$ cat src/rtl/fan_tach_pkg.sv
package fan_tach_pkg;
  localparam int NUM_CH  = 5;   // channels in the register map
  localparam int SEL_CH  = 3;   // channels with selectable width
  localparam int CNT_W   = 16;  // wide result width
  localparam int MAX_SH  = 7;   // largest shift amount
  localparam int RAW_W   = CNT_W + MAX_SH;
  localparam int LO_BASE = 4;   // low-byte addresses start here
  localparam int HI_BASE = LO_BASE + NUM_CH;

  // saturating increment of the raw tick counter
  function automatic logic [RAW_W-1:0] sat_inc(input logic [RAW_W-1:0] v, input logic inc);
    if (&v) return v;
    return v + RAW_W'(inc);
  endfunction

  // scale a raw tick count into the reported value
  function automatic logic [CNT_W-1:0] scale_count(input logic [RAW_W-1:0] raw,
                                                   input logic wide,
                                                   input logic [2:0] sh);
    logic [RAW_W-1:0] t;
    if (wide) begin
      if (raw > RAW_W'(16'hFFFF)) return 16'hFFFF;
      return raw[CNT_W-1:0];
    end
    t = raw >> sh;
    if (t > RAW_W'(8'hFF)) return 16'h00FF;
    return {8'h00, t[7:0]};
  endfunction

  // full-scale value for the mode
  function automatic logic [CNT_W-1:0] full_scale(input logic wide);
    return wide ? 16'hFFFF : 16'h00FF;
  endfunction

  // shift amount for a channel from the divisor byte
  function automatic logic [2:0] shift_for(input int ch, input logic [7:0] dv);
    case (ch)
      0:       return dv[2:0];
      1:       return dv[5:3];
      2:       return dv[6] ? 3'd3 : 3'd1;
      default: return 3'd0;
    endcase
  endfunction
endpackage

$ cat src/rtl/fan_tach_sync.sv
module fan_tach_sync (
  input  logic clk,
  input  logic rst_n,
  input  logic din,
  output logic rise
);
  logic s1, s2, s3;
  always_ff @(posedge clk or negedge rst_n) begin
    if (!rst_n) begin
      s1 <= 1'b0;
      s2 <= 1'b0;
      s3 <= 1'b0;
    end else begin
      s1 <= din;
      s2 <= s1;
      s3 <= s2;
    end
  end
  assign rise = s2 & ~s3;
endmodule

$ cat src/rtl/fan_tach_chan.sv
module fan_tach_chan
  import fan_tach_pkg::*;
(
  input  logic             clk,
  input  logic             rst_n,
  input  logic             tick,
  input  logic             en,
  input  logic             rise,
  input  logic             wide,
  input  logic [2:0]       shift,
  output logic [CNT_W-1:0] meas,
  output logic             sat_hit
);
  logic [RAW_W-1:0] raw, raw_nxt;
  logic [CNT_W-1:0] val;

  always_comb begin
    raw_nxt = sat_inc(raw, tick);
    val     = scale_count(raw_nxt, wide, shift);
    sat_hit = en && (val == full_scale(wide));
  end

  always_ff @(posedge clk or negedge rst_n) begin
    if (!rst_n) begin
      raw  <= '0;
      meas <= '0;
    end else if (!en) begin
      raw  <= '0;
      meas <= '0;
    end else if (rise) begin
      raw  <= '0;
      meas <= val;
    end else begin
      raw <= raw_nxt;
      if (sat_hit) meas <= val;
    end
  end
endmodule

$ cat src/rtl/fan_tach_regs.sv
module fan_tach_regs
  import fan_tach_pkg::*;
(
  input  logic                         clk,
  input  logic                         rst_n,
  input  logic                         wr_en,
  input  logic                         rd_en,
  input  logic [3:0]                   addr,
  input  logic [7:0]                   wdata,
  input  logic [NUM_CH-1:0][CNT_W-1:0] meas,
  output logic [7:0]                   rdata,
  output logic [NUM_CH-1:0]            ch_en,
  output logic [NUM_CH-1:0]            wide,
  output logic [7:0]                   div_q,
  output logic [NUM_CH-1:0][7:0]       hi_snap
);
  logic [7:0] ctl_q, ext_q;

  always_ff @(posedge clk or negedge rst_n) begin
    if (!rst_n) begin
      ctl_q   <= '0;
      ext_q   <= '0;
      div_q   <= '0;
      hi_snap <= '0;
    end else begin
      if (wr_en) begin
        case (addr)
          4'd0:    ctl_q <= wdata & 8'h70;
          4'd1:    ext_q <= wdata & 8'h37;
          4'd2:    div_q <= wdata & 8'h7F;
          default: ;
        endcase
      end
      if (rd_en) begin
        for (int i = 0; i < NUM_CH; i++)
          if (addr == 4'(LO_BASE + i)) hi_snap[i] <= meas[i][15:8];
      end
    end
  end

  always_comb begin
    for (int i = 0; i < NUM_CH; i++) begin
      if (i < SEL_CH) begin
        ch_en[i] = ctl_q[4+i];
        wide[i]  = ext_q[i];
      end else begin
        ch_en[i] = ext_q[4+i-SEL_CH];
        wide[i]  = 1'b1;
      end
    end
  end

  always_comb begin
    rdata = 8'h00;
    case (addr)
      4'd0:    rdata = ctl_q;
      4'd1:    rdata = ext_q;
      4'd2:    rdata = div_q;
      default: ;
    endcase
    for (int i = 0; i < NUM_CH; i++) begin
      if (addr == 4'(LO_BASE + i)) rdata = meas[i][7:0];
      if (addr == 4'(HI_BASE + i)) rdata = hi_snap[i];
    end
  end
endmodule

$ cat src/rtl/fan_tach_meter.sv
module fan_tach_meter
  import fan_tach_pkg::*;
#(
  parameter int REF_DIV = 4
) (
  input  logic              clk,
  input  logic              rst_n,
  input  logic [NUM_CH-1:0] tach_in,
  input  logic              wr_en,
  input  logic              rd_en,
  input  logic [3:0]        addr,
  input  logic [7:0]        wdata,
  output logic [7:0]        rdata
);
  localparam int TW = (REF_DIV > 1) ? $clog2(REF_DIV) : 1;

  logic                         tick;
  logic [NUM_CH-1:0]            rise;
  logic [NUM_CH-1:0]            ch_en;
  logic [NUM_CH-1:0]            wide;
  logic [NUM_CH-1:0]            sat_hit;
  logic [NUM_CH-1:0][CNT_W-1:0] meas;
  logic [NUM_CH-1:0][7:0]       hi_snap;
  logic [7:0]                   div_q;

  generate
    if (REF_DIV <= 1) begin : g_tick_every
      assign tick = 1'b1;
    end else begin : g_tick_div
      logic [TW-1:0] tcnt;
      always_ff @(posedge clk or negedge rst_n) begin
        if (!rst_n)                          tcnt <= '0;
        else if (tcnt == TW'(REF_DIV - 1))   tcnt <= '0;
        else                                 tcnt <= tcnt + 1'b1;
      end
      assign tick = (tcnt == TW'(REF_DIV - 1));
    end
  endgenerate

  fan_tach_regs u_regs (
    .clk(clk), .rst_n(rst_n), .wr_en(wr_en), .rd_en(rd_en), .addr(addr),
    .wdata(wdata), .meas(meas), .rdata(rdata), .ch_en(ch_en), .wide(wide),
    .div_q(div_q), .hi_snap(hi_snap)
  );

  generate
    for (genvar g = 0; g < NUM_CH; g++) begin : g_ch
      fan_tach_sync u_sync (
        .clk(clk), .rst_n(rst_n), .din(tach_in[g]), .rise(rise[g])
      );
      fan_tach_chan u_chan (
        .clk(clk), .rst_n(rst_n), .tick(tick), .en(ch_en[g]), .rise(rise[g]),
        .wide(wide[g]), .shift(shift_for(g, div_q)),
        .meas(meas[g]), .sat_hit(sat_hit[g])
      );
    end
  endgenerate
endmodule

$ cat config.mk
export PLATFORM = sky130hd
export DESIGN_NAME = fan_tach_meter
export DESIGN_NICKNAME = d
export VERILOG_FILES = /design/src/rtl/fan_tach_pkg.sv /design/src/rtl/fan_tach_sync.sv /design/src/rtl/fan_tach_chan.sv /design/src/rtl/fan_tach_regs.sv /design/src/rtl/fan_tach_meter.sv
export SDC_FILE = /design/constraint.sdc
export NUM_CORES = 1
export LEC_CHECK = 0
export BUFFER_PORTS_ARGS = -buffer_cell sky130_fd_sc_hd__buf_2
export CELL_PAD_IN_SITES_DETAIL_PLACEMENT = 0
export CELL_PAD_IN_SITES_GLOBAL_PLACEMENT = 1
export CORE_UTILIZATION = 45
export CTS_CLUSTER_SIZE = 24
export DETAILED_ROUTE_END_ITERATION = 16
export HOLD_SLACK_MARGIN = 0.15
export PLACE_DENSITY = 0.71
export SYNTH_ARGS = -nofsm -noshare
export SYNTH_HDL_FRONTEND = slang
export SYNTH_SLANG_ARGS = --single-unit
$ cat constraint.sdc
create_clock -name clk -period 4.3 [get_ports clk]
set_input_delay 0.645 -clock clk [delete_from_list [all_inputs] [get_ports clk]]
set_output_delay 0.645 -clock clk [all_outputs]
set_load 0.005 [all_outputs]
==> metrics.txt <==
# Max-Cap Violations 0; # H-tree levels 1; Worst setup EP type flip-flop; Critical-path top delay cell mux4_2; crit path time final 4100 ps; first-pass GRT wire length 72100 um; worst setup margin 198 ps; starting DRC count in detailed routing 946; Worst Setup Start Kind flip-flop; area fraction of the dominant cell type after synthesis 0.418; All-Layer GR Usage 0.249; clk_lat worst skew 570 ps; CP max stage delay 520 ps; Post-route DRC 0; Synth area leader dfrtp_1; Area growth, synth to finish 12.4%; Worst-path clk slew 60 ps; Min-Delay Path Class in2reg; met2 WL post-DR 20300 um; Initial Util 0.460; Synth Flop Type dfrtp_1; run status completed; global placement routability congestion 0.889; CP Cell Sequence ha_1 -> buf_4 -> ha_1 -> ha_1 -> and4_1 -> nand4_1 -> a21oi_1 -> or2_2 -> mux4_2 -> a211oi_1 -> and4_1 -> a41o_1 -> a21o_1 -> buf_4 -> mux2i_1; DR top layer met4; Die Height 190 um; layout cells sized above 1 0.151; synthesis-stage register bit count 267; I/O Buffers 27; final wirelength 44500 um; RSZ-0062 raised after global routing false; cts bufs inserted 31; classification of the worst setup path reg2reg; sequential area share after synthesis 0.418; Syn Area/Cell 9.26 um^2; Max-slew headroom 0.290; maximum buffer depth of the clock tree 3; DRT Pass-1 Iters 5; NumNets Final 1794; CP Max Fanout 9; worst r2r path cells 15; CTS tree built; GR Overflow Total 0; synthesized net count 1757; CTS root buf clkbuf_16; number of global-route vias before repair 12800; top cells by count, synth dfrtp_1, nor2_1, nand2_1; Power per Cell Area 370 nW/um^2; synth top area cells dfrtp_1, mux2_2, nor2_1, mux2i_1, nand2_1; Ports 29; Lkg Pwr 7.72 nW; number of cell rows 68; post-synthesis cell count 1725; routed wl met3 1850 um; post-synthesis cell area 16000 um^2; Post-synth ARST share 1.00; WP data required 4780 ps; Yosys cell types 88; remaining antenna violation count 0; Post-synth EDFFs 0; Core Region 34700 um^2; setup violators final 0; CTS Sinks 267; routed vias/inst 6.03; antenna cells 0; Metal-1 WL 21300 um; Avg WL per Cell 19.9 um; Place WS 204 ps; yosys synthesis warning count 0; most common cell in the netlist dfrtp_1; vias 13500; largest net degree at the start of global routing 97; Hold Vio Cnt, Final 0; CP most frequent cell ha_1; hpwl dp 32200 um; initial antenna violation count 0; f_max 244 MHz; Layout Skew 11.7 ps; worst hold path depth 1; Worst VDD drop 302 uV; crit path DAT 4590 ps; setup TNS 0 ps; Die Width 190 um; Tightest Pin Transition 1060 ps; Final period util 0.954; Final Max Slew Viols 0; die area 36300 um^2
[worst max-delay path: cells and delay by family (launching register included)]
| family | cells | cell delay [ps] |
|---|---|---|
| muxes | 2 | 740 |
| adders and majority gates | 3 | 660 |
| AOI/OAI and AO/OA | 4 | 780 |
| DFF | 1 | 380 |
| and+or+nand+nor | 4 | 990 |
| buffers and inverters | 2 | 450 |
[layout by cell type (no fill, tap or decap), types with 14 or more instances in the layout]
cell type / netlist / layout
a22o_1: 18 / 18
nor3_1: 44 / 44
a21oi_1: 68 / 68
xnor2_1: 49 / 49
a211oi_1: 22 / 22
nor2b_1: 15 / 15
nand4_1: 45 / 45
a31oi_1: 15 / 15
dfrtp_1: 267 / 267
or3_1: 18 / 18
buf_4: 1 / 76
inv_1: 68 / 68
mux2_2: 82 / 82
and3_1: 22 / 22
a22oi_1: 21 / 21
buf_2: 15 / 26
clkbuf_16: 0 / 31
mux2i_1: 60 / 60
xor2_1: 36 / 36
nor2_1: 198 / 198
and4_1: 16 / 16
a21boi_0: 22 / 22
nand3_1: 71 / 71
nor4_1: 23 / 21
o21ai_0: 73 / 73
o211ai_1: 14 / 14
o221ai_1: 19 / 19
nand2_1: 122 / 122
and2_1: 18 / 18
[layout make-up]
class	count	area [um^2]
tap	455	569
timing repair buffer	109	796
clock buffer	41	893
inverter	70	263
fill	3229	16800
sequential	267	6680
multi-input combinational	1283	8590
clock inverter	14	160
[power by group]
part | switching, W | leakage, nW | total [W] | internal (W)
Combinational | 0.000709 | 3.56 | 0.00113 | 0.000418
Clock | 0.00108 | 0.517 | 0.00270 | 0.00163
Sequential | 0.000173 | 3.65 | 0.00281 | 0.00263
Total | 0.00196 | 7.72 | 0.00664 | 0.00468
[worst paths after layout]
path                                                    from                            endpoint  slack (ps)
worst max-delay path            g_tick_div.tcnt[0]$_DFF_PN0_  g_ch[0].u_chan.meas[3]$_DFFE_PN0P_         200
worst min-delay path                              tach_in[4]         g_ch[4].u_sync.s1$_DFF_PN0_         190
worst max register to register  g_tick_div.tcnt[0]$_DFF_PN0_  g_ch[0].u_chan.meas[3]$_DFFE_PN0P_         200
worst min register to register   g_ch[4].u_sync.s1$_DFF_PN0_         g_ch[4].u_sync.s2$_DFF_PN0_         350
max in group asynchronous                              rst_n     g_ch[4].u_chan.raw[2]$_DFF_PN0_        2620
min in group asynchronous                              rst_n     g_ch[0].u_chan.raw[9]$_DFF_PN0_         650
[layer usage]
layer | vias up | track usage
met5 | - | 0
met4 | 0 | 0.0631
met3 | 65 | 0.0305
met2 | 322 | 0.388
met1 | 6672 | 0.364
li1 | 6437 | -
[metrics by stage]
stage,hold slack (ps),area (um^2),utilization,total power (W),instances
global placement,333,16800,0.485,0.00395,2177
floorplan,331,16000,-,0.00359,1725
global route,167,18000,0.517,0.00694,2239
detailed placement,336,16800,0.485,0.00396,2177
CTS,154,17900,0.516,0.00670,2236
finish,189,18000,0.517,0.00664,2239
[flip-flops by register name, indices dropped and copies added (netlist names)]
register,cells
g_ch.u_sync.s3,5
g_tick_div.tcnt,2
u_regs.hi_snap,40
u_regs.div_q,7
g_ch.u_sync.s1,5
g_ch.u_sync.s2,5
u_regs.ext_q,5
u_regs.ctl_q,3
g_ch.u_chan.meas,80
g_ch.u_chan.raw,115
[kinds of logic (layout without fill, tap and decap cells)]
| kind of cell | count (synthesis) | count (layout) | synth area share |
|---|---|---|---|
| AND/OR/NAND/NOR | 646 | 646 | 0.205 |
| adder cells (fa/ha/maj) | 11 | 11 | 0.00862 |
| multiplexers | 147 | 147 | 0.102 |
| XOR/XNOR | 85 | 85 | 0.0466 |
| buffers and inverters | 175 | 234 | 0.0448 |
| AO/OA/AOI/OAI | 394 | 394 | 0.176 |
| flip-flops | 267 | 267 | 0.418 |
[timing repair]
action,CTS,global route
hold buffers,4,0
setup endpoints to repair,0,31
hold endpoints to repair,13,0
resized for setup,0,3
buffers inserted,0,3
(Power assumes the default switching activity.)
